==> config.mk <==
export PLATFORM = sky130hd
export DESIGN_NAME = irq_pend_bank
export DESIGN_NICKNAME = d
export VERILOG_FILES = /design/src/rtl/irqp_pkg.sv /design/src/rtl/irqp_sync.sv /design/src/rtl/irqp_decode.sv /design/src/rtl/irqp_gate.sv /design/src/rtl/irqp_cell.sv /design/src/rtl/irq_pend_bank.sv
export SDC_FILE = /design/constraint.sdc
export NUM_CORES = 1
export LEC_CHECK = 0
export BUFFER_PORTS_ARGS = -buffer_cell sky130_fd_sc_hd__buf_4
export CAP_MARGIN = 20
export CORE_AREA = 2 2 182 184
export CTS_BUF_LIST = sky130_fd_sc_hd__clkbuf_4
export DETAILED_ROUTE_END_ITERATION = 16
export DIE_AREA = 0 0 184 186
export HOLD_SLACK_MARGIN = 0.1
export PLACE_DENSITY = 0.78
export SYNTH_ARGS = -nofsm -noshare
export SYNTH_HDL_FRONTEND = slang
export SYNTH_HIERARCHICAL = 1
export SYNTH_SLANG_ARGS = --single-unit
==> constraint.sdc <==
create_clock -name clk -period 2 [get_ports clk]
set_input_delay 0.3 -clock clk [delete_from_list [all_inputs] [get_ports clk]]
set_output_delay 0.3 -clock clk [all_outputs]
set_load 0.05 [all_outputs]
==> src/rtl/irqp_pkg.sv <==
package irqp_pkg;

   // Which register window a decoded access falls in
   typedef enum logic [1:0] {
      WIN_NONE = 2'd0,
      WIN_SET  = 2'd1,
      WIN_CLR  = 2'd2
   } win_e;

   // Number of index bits needed for a given register count
   function automatic int idx_bits(input int n);
      return (n > 1) ? $clog2(n) : 1;
   endfunction

endpackage

==> src/rtl/irqp_sync.sv <==
module irqp_sync #(
   parameter int W      = 8,
   parameter int STAGES = 2
) (
   input  logic         clk,
   input  logic         rst_n,
   input  logic [W-1:0] line_i,
   output logic [W-1:0] sync_o,
   output logic [W-1:0] rise_o
);

   logic [W-1:0] stg [STAGES];
   logic [W-1:0] prev_q;

   always_ff @(posedge clk or negedge rst_n) begin
      if (!rst_n) begin
         for (int k = 0; k < STAGES; k++) stg[k] <= '0;
         prev_q <= '0;
      end else begin
         stg[0] <= line_i;
         for (int k = 1; k < STAGES; k++) stg[k] <= stg[k-1];
         prev_q <= stg[STAGES-1];
      end
   end

   assign sync_o = stg[STAGES-1];
   assign rise_o = stg[STAGES-1] & ~prev_q;

   // a detected edge lasts exactly one cycle
   assert_rise_single_R5: assert property (@(posedge clk) disable iff (!rst_n)
      (|rise_o) |=> ((rise_o & $past(rise_o)) == '0));

endmodule

==> src/rtl/irqp_decode.sv <==
module irqp_decode
   import irqp_pkg::*;
#(
   parameter int          ADDR_W   = 12,
   parameter int          NREG     = 2,
   parameter int unsigned SET_BASE = 32'h100,
   parameter int unsigned CLR_BASE = 32'h180,
   localparam int         IDX_W    = idx_bits(NREG)
) (
   input  logic [ADDR_W-1:0] addr_i,
   output win_e              win_o,
   output logic [IDX_W-1:0]  idx_o
);

   localparam logic [ADDR_W-1:0]   SB   = ADDR_W'(SET_BASE);
   localparam logic [ADDR_W-1:0]   CB   = ADDR_W'(CLR_BASE);
   localparam logic [ADDR_W-3:0]   NLIM = (ADDR_W-2)'(NREG);

   logic [ADDR_W-1:0] d_set, d_clr;
   logic              in_set, in_clr;

   assign d_set  = addr_i - SB;
   assign d_clr  = addr_i - CB;
   assign in_set = (addr_i >= SB) && (d_set[ADDR_W-1:2] < NLIM);
   assign in_clr = (addr_i >= CB) && (d_clr[ADDR_W-1:2] < NLIM);

   always_comb begin
      win_o = WIN_NONE;
      idx_o = '0;
      if (in_set) begin
         win_o = WIN_SET;
         idx_o = d_set[2 +: IDX_W];
      end else if (in_clr) begin
         win_o = WIN_CLR;
         idx_o = d_clr[2 +: IDX_W];
      end
   end

endmodule

==> src/rtl/irqp_gate.sv <==
module irqp_gate #(
   parameter int N       = 48,
   parameter int SGI_NUM = 16
) (
   input  logic         sec_en,
   input  logic         bus_ns,
   input  logic [N-1:0] secure_grp,
   input  logic [N-1:0] ns_allow,
   output logic [N-1:0] rd_ok,
   output logic [N-1:0] wr_ok
);

   for (genvar i = 0; i < N; i++) begin : g_bit
      logic blocked;
      assign blocked  = sec_en & bus_ns & secure_grp[i] & ~ns_allow[i];
      assign rd_ok[i] = ~blocked;
      if (i < SGI_NUM) begin : g_sgi
         assign wr_ok[i] = 1'b0;
      end else begin : g_std
         assign wr_ok[i] = ~blocked;
      end
   end

endmodule

==> src/rtl/irqp_cell.sv <==
module irqp_cell (
   input  logic clk,
   input  logic rst_n,
   input  logic sync_line,
   input  logic rise,
   input  logic edge_mode,
   input  logic set_stb,
   input  logic clr_stb,
   input  logic ack,
   input  logic eoi,
   output logic pend,
   output logic active
);

   logic latch_q, latch_n, active_n, take;

   assign pend = latch_q | (~edge_mode & sync_line);
   assign take = ack & pend & ~active;

   always_comb begin
      latch_n = latch_q;
      if (clr_stb) latch_n = 1'b0;
      if (take)    latch_n = 1'b0;
      if (set_stb | (edge_mode & rise)) latch_n = 1'b1;
   end

   always_comb begin
      active_n = active;
      if (take)               active_n = 1'b1;
      else if (eoi & active)  active_n = 1'b0;
   end

   always_ff @(posedge clk or negedge rst_n) begin
      if (!rst_n) begin
         latch_q <= 1'b0;
         active  <= 1'b0;
      end else begin
         latch_q <= latch_n;
         active  <= active_n;
      end
   end

   // a clear with no competing set leaves no latched pending state
   assert_clr_drops_R3: assert property (@(posedge clk) disable iff (!rst_n)
      (clr_stb && !set_stb && !(edge_mode && rise)) |=> !latch_q);

   // a set request always leaves the latch set
   assert_set_latches_R11: assert property (@(posedge clk) disable iff (!rst_n)
      set_stb |=> latch_q);

   // acknowledge of a pending inactive interrupt activates it
   assert_ack_activates_R9: assert property (@(posedge clk) disable iff (!rst_n)
      (ack && pend && !active) |=> active);

   // end-of-interrupt returns an active interrupt to inactive
   assert_eoi_release_R9: assert property (@(posedge clk) disable iff (!rst_n)
      (eoi && active) |=> !active);

endmodule

==> src/rtl/irq_pend_bank.sv <==
module irq_pend_bank
   import irqp_pkg::*;
#(
   parameter int          REGS_M1     = 1,
   parameter int          NUM_IRQ     = 48,
   parameter int          SGI_NUM     = 16,
   parameter int          SYNC_STAGES = 2,
   parameter int          ADDR_W      = 12,
   parameter int unsigned SET_BASE    = 32'h100,
   parameter int unsigned CLR_BASE    = 32'h180
) (
   input  logic               clk,
   input  logic               rst_n,
   input  logic [NUM_IRQ-1:0] irq_line,
   input  logic [NUM_IRQ-1:0] irq_edge_cfg,
   input  logic [NUM_IRQ-1:0] irq_secure_grp,
   input  logic [NUM_IRQ-1:0] irq_ns_allow,
   input  logic               sec_en,
   input  logic [NUM_IRQ-1:0] ack,
   input  logic [NUM_IRQ-1:0] eoi,
   input  logic               bus_wr,
   input  logic [ADDR_W-1:0]  bus_addr,
   input  logic [31:0]        bus_wdata,
   input  logic               bus_ns,
   output logic [31:0]        bus_rdata,
   output logic [NUM_IRQ-1:0] pend_o,
   output logic [NUM_IRQ-1:0] active_o
);

   localparam int NREG  = REGS_M1 + 1;
   localparam int NBIT  = 32 * NREG;
   localparam int IDX_W = idx_bits(NREG);

   // Elaboration-time parameter checks
   if (NUM_IRQ > NBIT || NUM_IRQ <= SGI_NUM) begin : g_chk_count
      $error("irq_pend_bank: NUM_IRQ must exceed SGI_NUM and fit the register count");
   end
   if (SYNC_STAGES < 2) begin : g_chk_sync
      $error("irq_pend_bank: SYNC_STAGES must be at least 2");
   end
   if ((SET_BASE % 4) != 0 || (CLR_BASE % 4) != 0) begin : g_chk_align
      $error("irq_pend_bank: window bases must be word aligned");
   end
   if (!((SET_BASE + 4*NREG <= CLR_BASE) || (CLR_BASE + 4*NREG <= SET_BASE))) begin : g_chk_ovl
      $error("irq_pend_bank: set and clear windows overlap");
   end
   if ((CLR_BASE + 4*NREG > (1 << ADDR_W)) || (SET_BASE + 4*NREG > (1 << ADDR_W))) begin : g_chk_span
      $error("irq_pend_bank: windows exceed the address space");
   end

   // Input synchronization and edge detection
   logic [NUM_IRQ-1:0] line_s, line_rise;

   irqp_sync #(.W(NUM_IRQ), .STAGES(SYNC_STAGES)) u_sync (
      .clk    (clk),
      .rst_n  (rst_n),
      .line_i (irq_line),
      .sync_o (line_s),
      .rise_o (line_rise)
   );

   // Address decode
   win_e             dec_win;
   logic [IDX_W-1:0] dec_idx;
   logic             dec_hit;

   irqp_decode #(
      .ADDR_W(ADDR_W), .NREG(NREG), .SET_BASE(SET_BASE), .CLR_BASE(CLR_BASE)
   ) u_dec (
      .addr_i (bus_addr),
      .win_o  (dec_win),
      .idx_o  (dec_idx)
   );

   assign dec_hit = (dec_win != WIN_NONE);

   // Access gating per interrupt
   logic [NUM_IRQ-1:0] rd_ok, wr_ok;

   irqp_gate #(.N(NUM_IRQ), .SGI_NUM(SGI_NUM)) u_gate (
      .sec_en     (sec_en),
      .bus_ns     (bus_ns),
      .secure_grp (irq_secure_grp),
      .ns_allow   (irq_ns_allow),
      .rd_ok      (rd_ok),
      .wr_ok      (wr_ok)
   );

   // Per-interrupt state cells
   for (genvar i = 0; i < NUM_IRQ; i++) begin : g_irq
      logic hit_here, set_stb, clr_stb;

      assign hit_here = bus_wr && dec_hit && (dec_idx == IDX_W'(i / 32))
                        && bus_wdata[i % 32] && wr_ok[i];
      assign set_stb  = hit_here && (dec_win == WIN_SET);
      assign clr_stb  = hit_here && (dec_win == WIN_CLR);

      irqp_cell u_cell (
         .clk       (clk),
         .rst_n     (rst_n),
         .sync_line (line_s[i]),
         .rise      (line_rise[i]),
         .edge_mode (irq_edge_cfg[i]),
         .set_stb   (set_stb),
         .clr_stb   (clr_stb),
         .ack       (ack[i]),
         .eoi       (eoi[i]),
         .pend      (pend_o[i]),
         .active    (active_o[i])
      );

      // a blocked non-secure read of a secure interrupt returns zero
      assert_ns_hidden_R8: assert property (@(posedge clk) disable iff (!rst_n)
         (dec_hit && dec_idx == IDX_W'(i / 32) && sec_en && bus_ns
          && irq_secure_grp[i] && !irq_ns_allow[i]) |-> !bus_rdata[i % 32]);
   end

   // Read path: zero-extended pending view, one word selected
   logic [NBIT-1:0] vis_full;

   assign vis_full  = NBIT'(pend_o & rd_ok);
   assign bus_rdata = dec_hit ? vis_full[32*int'(dec_idx) +: 32] : '0;

   // any address outside the implemented windows reads zero
   assert_unmapped_rdz_R7: assert property (@(posedge clk) disable iff (!rst_n)
      !dec_hit |-> (bus_rdata == '0));

endmodule

**Yosys cells after proc, flatten, opt, wreduce, memory -nomap -nowiden**

Cells that the tools add are included.

- Register bits after elaboration: 240
- Input port bits: 337
- Output and inout port bits: 128

- Multiplexer cells: 229
- Add/subtract/negate cells: 2
- Bitwise gates (word level): 613
- Magnitude comparators: 4
- Shift-type cells: 1
- Reductions and logical operators: 230
- Eq/ne operators: 2

Operator list:

| kind | count |
|---|---|
| 1-bit bitwise AND | 337 |
| 1-bit two-way mux | 226 |
| 1-bit NOT | 193 |
| 1-bit logical AND | 133 |
| 2-bit nonzero test | 65 |
| 48-bit bitwise AND | 2 |
| 3-bit nonzero test | 32 |
| 1-bit bitwise OR | 80 |
| 64-bit by 7-bit variable part select with 32-bit output | 1 |
| 48-bit NOT | 1 |
| 32-bit two-way mux | 1 |
| 12-bit by 9-bit >= comparator with 1-bit output, second input constant | 2 |
| 12-bit by 9-bit subtractor with 12-bit output, second input constant | 2 |
| 10-bit by 2-bit less-than comparator with 1-bit output, second input constant | 2 |
| 2-bit two-way mux | 2 |
| 2-bit by 1-bit equality test with 1-bit output, second input constant | 1 |
| 2-bit equality test, second input constant | 1 |

**Depth between registers and ports, before layout**

Gate-level depths: netlist (run 1).

- Word-level depth: 14
- Mapped depth: 12
- Depth with buffers taken out: 9

**Cells and area by module**

Netlist (run 1), hierarchy kept.

Modules (own cells, without submodules):

| module | area an instance (sq um) | sequential area each (sq um) | times used | cells an instance |
|---|---|---|---|---|
| irqp_cell | 113.9 | 50.0 | 48 | 12 |
| irqp_sync | 4624.4 | 3603.5 | 1 | 240 |
| irq_pend_bank | 1128.6 | 0.0 | 1 | 230 |
| irqp_gate | 849.6 | 0.0 | 1 | 107 |
| irqp_decode | 143.9 | 0.0 | 1 | 18 |

**Least setup slack after synthesis (run 1)**

OpenSTA, ideal clock, no wires.

- Path kind: input -> output
- From: input bus_addr[7]
- To: output bus_rdata[12]
- Arrival: 2345 ps
- Path buffers: 2
- Cell stages on the path: 8
- Setup slack: -645 ps
- Cell sequence: ha_1 nor4bb_1 and3_1 o311a_1 buf_6 buf_2 nand3b_1 a21oi_1

- Longest elaborated chain between the ends: 7
- Elaborated cells between the ends (all ways): 15

RTL lines:

| what | line | RTL |
|---|---|---|
| from (decl) | irq_pend_bank.sv:22 | `input logic [ADDR_W-1:0] bus_addr,` |
| 12-bit by 9-bit subtractor with 12-bit output | irqp_decode.sv:23 | `assign d_clr = addr_i - CB;` |
| 10-bit by 2-bit less-than comparator with 1-bit output | irqp_decode.sv:25 | `assign in_clr = (addr_i >= CB) && (d_clr[ADDR_W-1:2] < NLIM);` |
| 1-bit logical AND | irqp_decode.sv:25 |  |
| 1-bit two-way mux | irqp_decode.sv:33 | `end else if (in_clr) begin` |
| 1-bit two-way mux (*) | irqp_decode.sv:30 | `if (in_set) begin` |
| net dec_idx | irq_pend_bank.sv:64 | `logic [IDX_W-1:0] dec_idx;` |
| 64-bit by 7-bit variable part select with 32-bit output (*) | irq_pend_bank.sv:122 | `assign bus_rdata = dec_hit ? vis_full[32*int'(dec_idx) +: 32] : '0;` |
| 32-bit two-way mux (*) | irq_pend_bank.sv:122 |  |
| to (decl) | irq_pend_bank.sv:25 | `output logic [31:0] bus_rdata,` |

The timed path passes the listed nets; every way through them passes the cells marked *.

**Final worst setup path (run 1)**

- From: input bus_addr[4]
- To: output bus_rdata[5]

Same word-level chain as after synthesis.

==> flow_summary.ini, run 1 <==
[status]
status = finished with violations
violations = negative setup slack

[detailed_routing]
remaining_drc_errors = 0
drt-initial-drc-count = 564
avgRoutedWirePerCell_um = 18.92
route.detailed.vias_per_inst = 4.951
vias = 11729
sum_of_routed_wire_length_over_all_layers_um = 44820
detail_route.first_pass.iterations = 5
detail-route-antenna-nets = 0

[power_and_ir_drop]
power.total_mw = 19.66
vdd_drop_max_mv = 0.8496
power-per-cell-area_nw_per_um2 = 978.1
leakage_nw = 9.271

[synth]
most_area_hungry_cell_type_in_the_yosys_netlist = sky130_fd_sc_hd__dfrtp_1
synthesis.instances = 1171
yosysUniqueCellTypes = 31
synth.yosys.warnings = 6
post_synth_instance_area_um2 = 12210
synth_seq_cells = 240
synth_top_cells_by_area = sky130_fd_sc_hd__dfrtp_1 (49%), sky130_fd_sc_hd__nand2b_1 (7.5%), sky130_fd_sc_hd__buf_4 (6.3%), sky130_fd_sc_hd__nor2_1 (5.8%), sky130_fd_sc_hd__nor2b_4 (5.4%)
ys_seq_area_share_pct = 49.18
synth_top_area_share_pct = 49.18
avgSynthCellArea_um2 = 10.43

[final_layout]
instances_no_fill = 2369
finalInstanceArea_um2 = 20110
area_used_by_multi_input_combinational_logic_um2 = 5788
area_growth_pct = 64.64
layout.nets = 2246
finalCoreUtilization_pct = 62.43
filler_cell_count = 2333
proportion_of_layout_cells_with_a_drive_suffix_above_1_pct = 41.72
area.sequential_um2 = 6006

[worst_setup_path]
setup.worst_path.end_class = output pin
rrSetupSlack_ps = 510
worst_setup_path_start_kind = primary input
worst_ep_arrival_time_ps = 2080
path_max_fanout = 12
worstSetupPathType = in -> out
required_time_of_the_worst_setup_path_ps = 1700

[sta]
rsz0062_at_grt = true
period_minus_slack_ps = 2384
postLayoutSetupSlackWorst_ps = -384.1
fmaxAchievable_ghz = 0.4195
finalClockSkew_ps = 49.99
timing.final.crit_share_pct = 119.2
final_max_slew_viol_count = 0
hold_viol = 0
setup_viol_count_final = 32

[placed_design]
gp_routability_congestion = 0.9168
placement.setup.worst_slack_ps = -500.0
detailed_place_hpwl_um = 28790
placed_area_um2 = 16190
dp.cells = 1969
portBuffers = 462

[cts]
clock-root-buffer = sky130_fd_sc_hd__clkbuf_4
cts-htree-levels = 3
cts_tree = yes
insertion_delay_ps = 650
cts-buffers-inserted = 67
clock_tree.buffer_depth = 3
cts.clk_slew.worst_paths_ps = 70
clock_sink_count = 240

[global_routing]
grt_busiest_layer = met2
grt_pass1_vias = 12800
met1_usage_pct = 27.43
grt_start_max_net_pins = 56
grt.met3_usage_pct = 6.535
overflow = 0
antenna_violations_before_repair = 3
groute.usage.overall_pct = 25.34
use_met2_pct = 45.42
grt_pass1_wl_um = 66730

[job]
maxCapViolations = 0

[floorplan]
core_area_um2 = 32210
die_w_um = 184
placement_rows = 66
fp.dieArea_um2 = 34220
io_pins = 465
die_height_um = 186
floorplan.initialDensity_pct = 37.92

[worst_hold_path]
worstHoldPathType = in -> async
## through the flow
| step | TNS (ps) | hold WS (ps) |
|---|---|---|
| 3_5_place_dp | -28240 | 273.4 |
| 2_1_floorplan | -3960 | 4.409 |
| 6_report | -11310 | 171.2 |
| 5_1_grt | -12750 | 153.4 |
| 3_3_place_gp | -25650 | 273.5 |
| 4_1_cts | -11060 | 100.0 |
## final cells by class
class,instances,area share (%)
tap,408,2.539
antenna,5,0.06223
clock inverter,22,0.6099
sequential,240,29.87
inverter,1,0.01867
timing repair buffer,775,34.53
clock buffer,96,3.585
multi-input combinational,822,28.79
## sequential cells by signal, indices dropped and copies added, names as in the netlist
| register | flops |
|---|---|
| u_sync/sync_o | 48 |
| u_sync/prev_q | 48 |
| u_sync/stg | 48 |
| g_irq.u_cell/active | 48 |
| g_irq.u_cell/latch_q | 48 |
## critical path, stage by stage
cell	delay [ps]
sky130_fd_sc_hd__buf_6	90
sky130_fd_sc_hd__or4_4	530
sky130_fd_sc_hd__nor2_4	150
sky130_fd_sc_hd__o311a_4	310
sky130_fd_sc_hd__buf_12	200
sky130_fd_sc_hd__nand3_1	130
sky130_fd_sc_hd__a21oi_4	180
sky130_fd_sc_hd__buf_6	170
## cell usage in the layout (no fill, tap or decap), drive strengths merged, types with 49 or more instances in the layout
master,instances
and2,49
a21oi,66
buf,499
clkbuf,97
dfrtp,240
nor2b,96
nand2b,146
dlygate4sd3,275
nor2,194
nand4b,50
## timing repair
item / 4_1_cts / 5_1_grt
cloned: 0 / 1
buffers inserted: 0 / 1
gates resized for setup: 58 / 10
pin swaps: 3 / 0
hold endpoints to repair: 384 / 0
endpoints found under the setup margin: 33 / 32
hold buffers: 275 / 0
## kinds of logic (layout without fill, tap and decap cells)
group / after synthesis / in the layout / share of synthesized area [%]
flops: 240 / 240 / 49.18
other cells: 1 / 21 / 0.03071
fa+ha+maj: 2 / 2 / 0.2049
compound gates: 165 / 165 / 9.898
buf+inv: 124 / 894 / 7.531
simple gates: 639 / 639 / 33.16
## cells in the mapped netlist
cell type                   instances
sky130_fd_sc_hd__nor2b_1           48
sky130_fd_sc_hd__and2_4            48
sky130_fd_sc_hd__nor2b_4           48
sky130_fd_sc_hd__o21ai_1           48
sky130_fd_sc_hd__a211oi_2          48
sky130_fd_sc_hd__o21ba_4            1
sky130_fd_sc_hd__nor4b_1            1
sky130_fd_sc_hd__nand4b_1          48
sky130_fd_sc_hd__buf_2             12
sky130_fd_sc_hd__and2_1             1
sky130_fd_sc_hd__and3_1            17
sky130_fd_sc_hd__nand3_1           16
sky130_fd_sc_hd__conb_1             1
sky130_fd_sc_hd__nand4bb_1          2
sky130_fd_sc_hd__inv_1              1
sky130_fd_sc_hd__buf_6              7
sky130_fd_sc_hd__buf_4            103
sky130_fd_sc_hd__or4_4              1
sky130_fd_sc_hd__o2111a_1           1
sky130_fd_sc_hd__o311a_1            1
sky130_fd_sc_hd__nand4b_2           2
sky130_fd_sc_hd__ha_1               2
sky130_fd_sc_hd__nor2_2             6
sky130_fd_sc_hd__a21oi_1           66
sky130_fd_sc_hd__clkbuf_1           1
sky130_fd_sc_hd__nand2b_1         146
sky130_fd_sc_hd__nand3b_1          18
sky130_fd_sc_hd__nor4bb_1           1
sky130_fd_sc_hd__nor2_1           188
sky130_fd_sc_hd__nand2_1           48
sky130_fd_sc_hd__dfrtp_1          240
## where the power goes
part / leakage, nW / switching [mW] / internal (mW)
Clock: 0.499 / 2.09 / 2.35
Combinational: 5.90 / 4.77 / 3.70
Sequential: 2.87 / 1.01 / 5.75
## final timing paths
path | start | to | cells past startpoint
max in group asynchronous | rst_n | g_irq[14].u_cell/active | 3
hold reg to reg | u_sync/stg[94] | u_sync/sync_o[46] | 0
setup reg to reg | g_irq[32].u_cell/active | g_irq[32].u_cell/active | 3
min in group clk | irq_ns_allow[46] | g_irq[46].u_cell/latch_q | 6
setup / recovery | bus_addr[4] | bus_rdata[5] | 8
hold / removal | rst_n | g_irq[3].u_cell/active | 2
## layer usage
metal  wire length (µm)  vias up
met3               3251      156
met1              16760     5675
met5                  0        -
met2              22440      571
met4               2373        0
li1                   -     5327
Power figures use the tool's default switching activity.
==> inputs of run 2 (changes only) <==
==> constraint.sdc (replaced) <==
create_clock -name clk -period 2 [get_ports clk]
set_input_delay 0.1 -clock clk [delete_from_list [all_inputs] [get_ports clk]]
set_output_delay 0.1 -clock clk [all_outputs]
set_load 0.05 [all_outputs]
==> run 2 against run 1 <==
Net effect: the flow still finishes with violations (negative setup slack); via count rose by 7.8%; register-to-register slack got worse by 50 ps; first-iteration DRC count rose by 9.8%; critical path depth rose by 4; power rose by 1.9%; utilization rose by 3.8 points; global-route usage rose by 2.1 points; fmax rose by 13%; critical endpoint is now g_irq[44].u_cell/latch_q; highest routed layer unchanged.
==> flow_summary.ini, run 2 (same netlist as run 1, synthesis figures left out) <==
[floorplan]
core_area_um2 = 32210
fp.dieArea_um2 = 34220
die_w_um = 184
die_height_um = 186
io_pins = 465
placement_rows = 66
floorplan.initialDensity_pct = 37.92

[worst_setup_path]
worstReg2RegStart = u_sync/sync_o[15]
cpLargestDelayFamily = buffers and inverters
rrSetupSlack_ps = 460
ff2ff_path_depth = 5
crit_buf_inv = 5
setup.worst_path.end_class = flip-flop
required_time_of_the_worst_setup_path_ps = 2560
worst_ep_arrival_time_ps = 2680
worstSetupPathType = in -> reg
crit_chain = buf_6 > or4_4 > nor2_4 > o311a_4 > buf_12 > buf_8 > nand4b_4 > clkbuf_16 > nor2_1 > a21oi_1 > dlygate4sd3_1 > o21ai_1
critical_path.max_stage_delay_ps = 560
worst_setup_path_start_kind = primary input
rr_endpoint = g_irq[15].u_cell/latch_q
critical-path-slowest-cell = sky130_fd_sc_hd__dlygate4sd3_1
path_max_fanout = 7

[sta]
final_max_slew_viol_count = 0
setup_viol_count_final = 41
slew_worst_pin_ps = 761.4
hold_viol = 0
timing.final.crit_share_pct = 105.9
period_minus_slack_ps = 2117
timing.slew.headroom_pct = 49.24
fmaxAchievable_ghz = 0.4724
hold_ws_ps = 97.14
finalClockSkew_ps = 43.92
rsz0062_at_grt = true
postLayoutSetupSlackWorst_ps = -117.0
final.setup.tns_ps = -2498

[detailed_routing]
avgRoutedWirePerCell_um = 20.61
route.detailed.vias_per_inst = 5.056
sum_of_routed_wire_length_over_all_layers_um = 51570
detail_route.first_pass.iterations = 5
vias = 12649
detail-route-antenna-nets = 0
drt-initial-drc-count = 619
remaining_drc_errors = 0

[final_layout]
area_growth_pct = 74.77
mostFrequentLayoutCell = sky130_fd_sc_hd__buf_4
layout.nets = 2387
mostFrequentLayoutCells = sky130_fd_sc_hd__buf_4 (467), sky130_fd_sc_hd__dlygate4sd3_1 (389), sky130_fd_sc_hd__dfrtp_1 (240)
proportion_of_layout_cells_with_a_drive_suffix_above_1_pct = 40.25
finalInstanceArea_um2 = 21340

[cts]
cts-buffers-inserted = 68
insertion_delay_ps = 660
cts_tree = yes
clock_sink_count = 240
clock-root-buffer = sky130_fd_sc_hd__clkbuf_4
cts.clk_slew.worst_paths_ps = 60
cts-htree-levels = 3
clock_tree.buffer_depth = 3

[global_routing]
grt_pass1_wl_um = 71880
grt_pass1_vias = 13566
antenna_violations_before_repair = 2
groute.usage.overall_pct = 27.40
grt_start_max_net_pins = 75
overflow = 0

[worst_hold_path]
worst_hold_path.endpoint = g_irq[45].u_cell/latch_q
hold_path_startpoint = irq_ns_allow[45]
worst_hold_path.num_cells = 6
worstHoldPathType = in -> reg

[placed_design]
placement.setup.worst_slack_ps = -273.1
gp_routability_congestion = 0.8753
portBuffers = 462
placed_area_um2 = 15750
detailed_place_hpwl_um = 28340

[power_and_ir_drop]
vdd_drop_max_mv = 0.7178
power.total_mw = 20.03
leakage_nw = 9.785
power-per-cell-area_nw_per_um2 = 938.6

[status]
violations = negative setup slack
status = finished with violations

[job]
maxCapViolations = 0
run 2: cell type report:
cell class                 instances  area, µm²
sequential                       240       6006
inverter                           1      3.754
multi-input combinational        823       5754
clock buffer                      93      698.2
fill                            2130      10860
tap                              408      510.5
antenna                            2      5.005
timing repair buffer             914       8247
clock inverter                    21      118.9
run 2: how the worst max path moves through the flow:
stage | slack, ps | cells after the start | end | startpoint
finish | -120 | 12 | g_irq[44].u_cell/latch_q | bus_addr[11]
CTS | -70 | 8 | bus_rdata[24] | bus_addr[11]
global route | -150 | 12 | g_irq[44].u_cell/latch_q | bus_addr[11]
global placement | -200 | 9 | bus_rdata[30] | bus_addr[7]
detailed placement | -270 | 9 | bus_rdata[24] | bus_addr[7]
floorplan | -240 | 8 | bus_rdata[5] | bus_addr[7]
run 2: stage by stage:
stage | std cells | utilization [%]
floorplan | 1186 | -
global placement | 1967 | 48.89
detailed placement | 1967 | 48.89
CTS | 2464 | 64.43
global route | 2502 | 66.27
finish | 2502 | 66.27
run 2: worst reg2reg max path, cell delays in order, from the launching register on:
cell	delay [ps]
sky130_fd_sc_hd__dfrtp_1	410
sky130_fd_sc_hd__buf_4	150
sky130_fd_sc_hd__nor2b_4	110
sky130_fd_sc_hd__a21oi_1	120
sky130_fd_sc_hd__o21ai_1	70
sky130_fd_sc_hd__dlygate4sd3_1	550
run 2: report_power, final:
group | internal (mW) | switching, mW
logic | 3.84 | 4.90
registers | 5.75 | 1.07
clock network | 2.28 | 2.19
total | 11.9 | 8.16
run 2: repair_timing:
| item | 4_1_cts | 5_1_grt |
|---|---|---|
| pin swaps | 11 | 16 |
| endpoints found under the setup margin | 32 | 54 |
| cloned | 1 | 3 |
| hold endpoints to repair | 384 | 13 |
| gates resized for setup | 75 | 50 |
| setup buffers | 5 | 21 |
| hold buffers | 377 | 24 |
run 2: layer usage:
metal | GRT usage, % | part of all wire, %
met5 | 0 | 0
met2 | 49.55 | 51
met3 | 6.633 | 7.4
met1 | 29.44 | 36
met4 | 15.14 | 5.2
==> inputs of run 3 (changes only) <==
- RECOVER_POWER: not set -> 100
==> run 3 against run 2 <==
Net effect: largest power group unchanged; count of clock-buffer cells in the layout unchanged; wire length hardly changed; critical path depth did not move; clock skew increased by 0.69 ps; non-clock buffer count is the same; fmax decreased by 0.15%; worst setup slack worse by 3.3 ps; via count grew 0.25%; critical path type unchanged; the run still ends with negative setup slack left.
==> flow_summary.ini, run 3 (same netlist as run 1, synthesis figures left out) <==
[worst_setup_path]
worst_setup_path_start_kind = primary input
worstSetupPathType = in -> reg
path_max_fanout = 7
required_time_of_the_worst_setup_path_ps = 2570
worstReg2RegStart = g_irq[5].u_cell/active
worst_ep_arrival_time_ps = 2690
setup.worst_path.end_class = flip-flop
critical_path.startpoint = bus_addr[11]

[status]
violations = negative setup slack
status = finished with violations

[detailed_routing]
detail-route-antenna-nets = 0
avgRoutedWirePerCell_um = 20.62
route.detailed.vias_per_inst = 5.068
remaining_drc_errors = 0
vias = 12681
drt-initial-drc-count = 633
detail_route.first_pass.iterations = 5
sum_of_routed_wire_length_over_all_layers_um = 51600

[power_and_ir_drop]
internal-power_mw = 11.35
power_switching_share_pct = 41.68
vdd_drop_max_mv = 0.7176
power-per-cell-area_nw_per_um2 = 924.9
leakage_nw = 9.566
power.switching_mw = 8.114
share_of_power_burned_in_combinational_logic_pct = 42.1
clock_power_share_pct = 23.0
power.sequential.fraction_pct = 34.9

[final_layout]
proportion_of_layout_cells_with_a_drive_suffix_above_1_pct = 37.33
area_used_by_multi_input_combinational_logic_um2 = 5689
area_growth_pct = 72.38
mostFrequentLayoutCell = sky130_fd_sc_hd__buf_4
layout.nets = 2387
mostFrequentLayoutCells = sky130_fd_sc_hd__buf_4 (397), sky130_fd_sc_hd__dlygate4sd3_1 (389), sky130_fd_sc_hd__dfrtp_1 (240)
area.sequential_um2 = 6006
finalInstanceArea_um2 = 21050
filler_cell_count = 2232

[cts]
cts-htree-levels = 3
clock_tree.buffer_depth = 3
cts-buffers-inserted = 68
cts.clk_slew.worst_paths_ps = 60
insertion_delay_ps = 660
cts_tree = yes
clock-root-buffer = sky130_fd_sc_hd__clkbuf_4
clock_sink_count = 240

[floorplan]
core_area_um2 = 32210
io_pins = 465
floorplan.initialDensity_pct = 37.92
placement_rows = 66
die_height_um = 186
fp.dieArea_um2 = 34220
die_w_um = 184

[global_routing]
antenna_violations_before_repair = 2
grt_pass1_vias = 13566
groute.usage.overall_pct = 27.40
overflow = 0
grt_start_max_net_pins = 75
grt_pass1_wl_um = 71880

[sta]
fmaxAchievable_ghz = 0.4716
hold_viol = 0
rsz0062_at_grt = true
timing.final.crit_share_pct = 106.0
setup_viol_count_final = 43
final.setup.tns_ps = -2873
finalClockSkew_ps = 44.60
postLayoutSetupSlackWorst_ps = -120.3
final_max_slew_viol_count = 0
period_minus_slack_ps = 2120
timing.slew.headroom_pct = 49.87
slew_worst_pin_ps = 751.9

[placed_design]
placed_area_um2 = 15750
portBuffers = 462
gp_routability_congestion = 0.8753
detailed_place_hpwl_um = 28340

[job]
maxCapViolations = 0

[worst_hold_path]
hold_path_startpoint = irq_ns_allow[45]
worstHoldPathType = in -> reg
==> run 3: layer usage <==
layer  up-vias  share of wire, %  GRT usage [%]
met1      6192                36          29.44
met2       681                51          49.55
met5         -                 0              0
li1       5606                 -              -
met4         0               5.3          15.14
met3       202               7.2          6.633
==> run 3: worst paths after layout <==
path	slack, ps	endpoint	cells after the start
hold reg to reg	320	u_sync/sync_o[44]	0
setup / recovery	-120	g_irq[44].u_cell/latch_q	12
max in group asynchronous	670	u_sync/prev_q[10]	4
setup reg to reg	370	g_irq[5].u_cell/active	3
hold / removal	80	g_irq[45].u_cell/latch_q	6
min in group asynchronous	540	g_irq[37].u_cell/active	3
==> run 3: area by class of cell <==
| class | instances | area share, % |
|---|---|---|
| clock buffer | 93 | 3.317 |
| inverter | 1 | 0.01783 |
| sequential | 240 | 28.53 |
| timing repair buffer | 914 | 38.09 |
| clock inverter | 21 | 0.5647 |
| multi-input combinational | 823 | 27.03 |
| tap | 408 | 2.425 |
| antenna | 2 | 0.02378 |
==> run 3: critical path, cell delays in order <==
cell,delay [ps]
sky130_fd_sc_hd__buf_6,90
sky130_fd_sc_hd__or4_4,540
sky130_fd_sc_hd__nor2_4,180
sky130_fd_sc_hd__o311a_4,290
sky130_fd_sc_hd__buf_12,140
sky130_fd_sc_hd__buf_8,110
sky130_fd_sc_hd__nand4b_4,150
sky130_fd_sc_hd__clkbuf_16,220
sky130_fd_sc_hd__nor2_1,140
sky130_fd_sc_hd__a21oi_1,60
sky130_fd_sc_hd__dlygate4sd3_1,560
sky130_fd_sc_hd__o21ai_1,90
==> run 3: metrics by stage <==
step / setup WS, ps / power (mW) / hold WS (ps) / std cells / util [%]
6_report: -120.3 / 19.47 / 83.07 / 2502 / 65.36
5_1_grt: -154.9 / 20.39 / 108.5 / 2502 / 65.36
4_1_cts: -65.53 / 19.60 / 100.4 / 2464 / 64.43
3_5_place_dp: -273.1 / 13.78 / 106.0 / 1967 / 48.89
3_3_place_gp: -204.9 / 13.59 / 93.23 / 1967 / 48.89
2_1_floorplan: -239.2 / 11.41 / -195.6 / 1186 / -
==> run 3: power by group through the flow <==
stage	clock, mW	sequential, mW	combinational (mW)
after floorplan	0	8.25	3.16
after global placement	0	6.70	6.90
after detailed placement	0	6.77	7.01
after CTS	4.54	6.69	8.36
after global routing	4.91	6.91	8.57
final	4.47	6.80	8.20
==> run 3: timing repair <==
item,4_1_cts,5_1_grt
hold endpoints to repair,384,13
endpoints found under the setup margin,32,54
hold buffers,377,24
resized for setup,75,50
gates cloned,1,3
pin swaps,11,16
buffers inserted,5,21
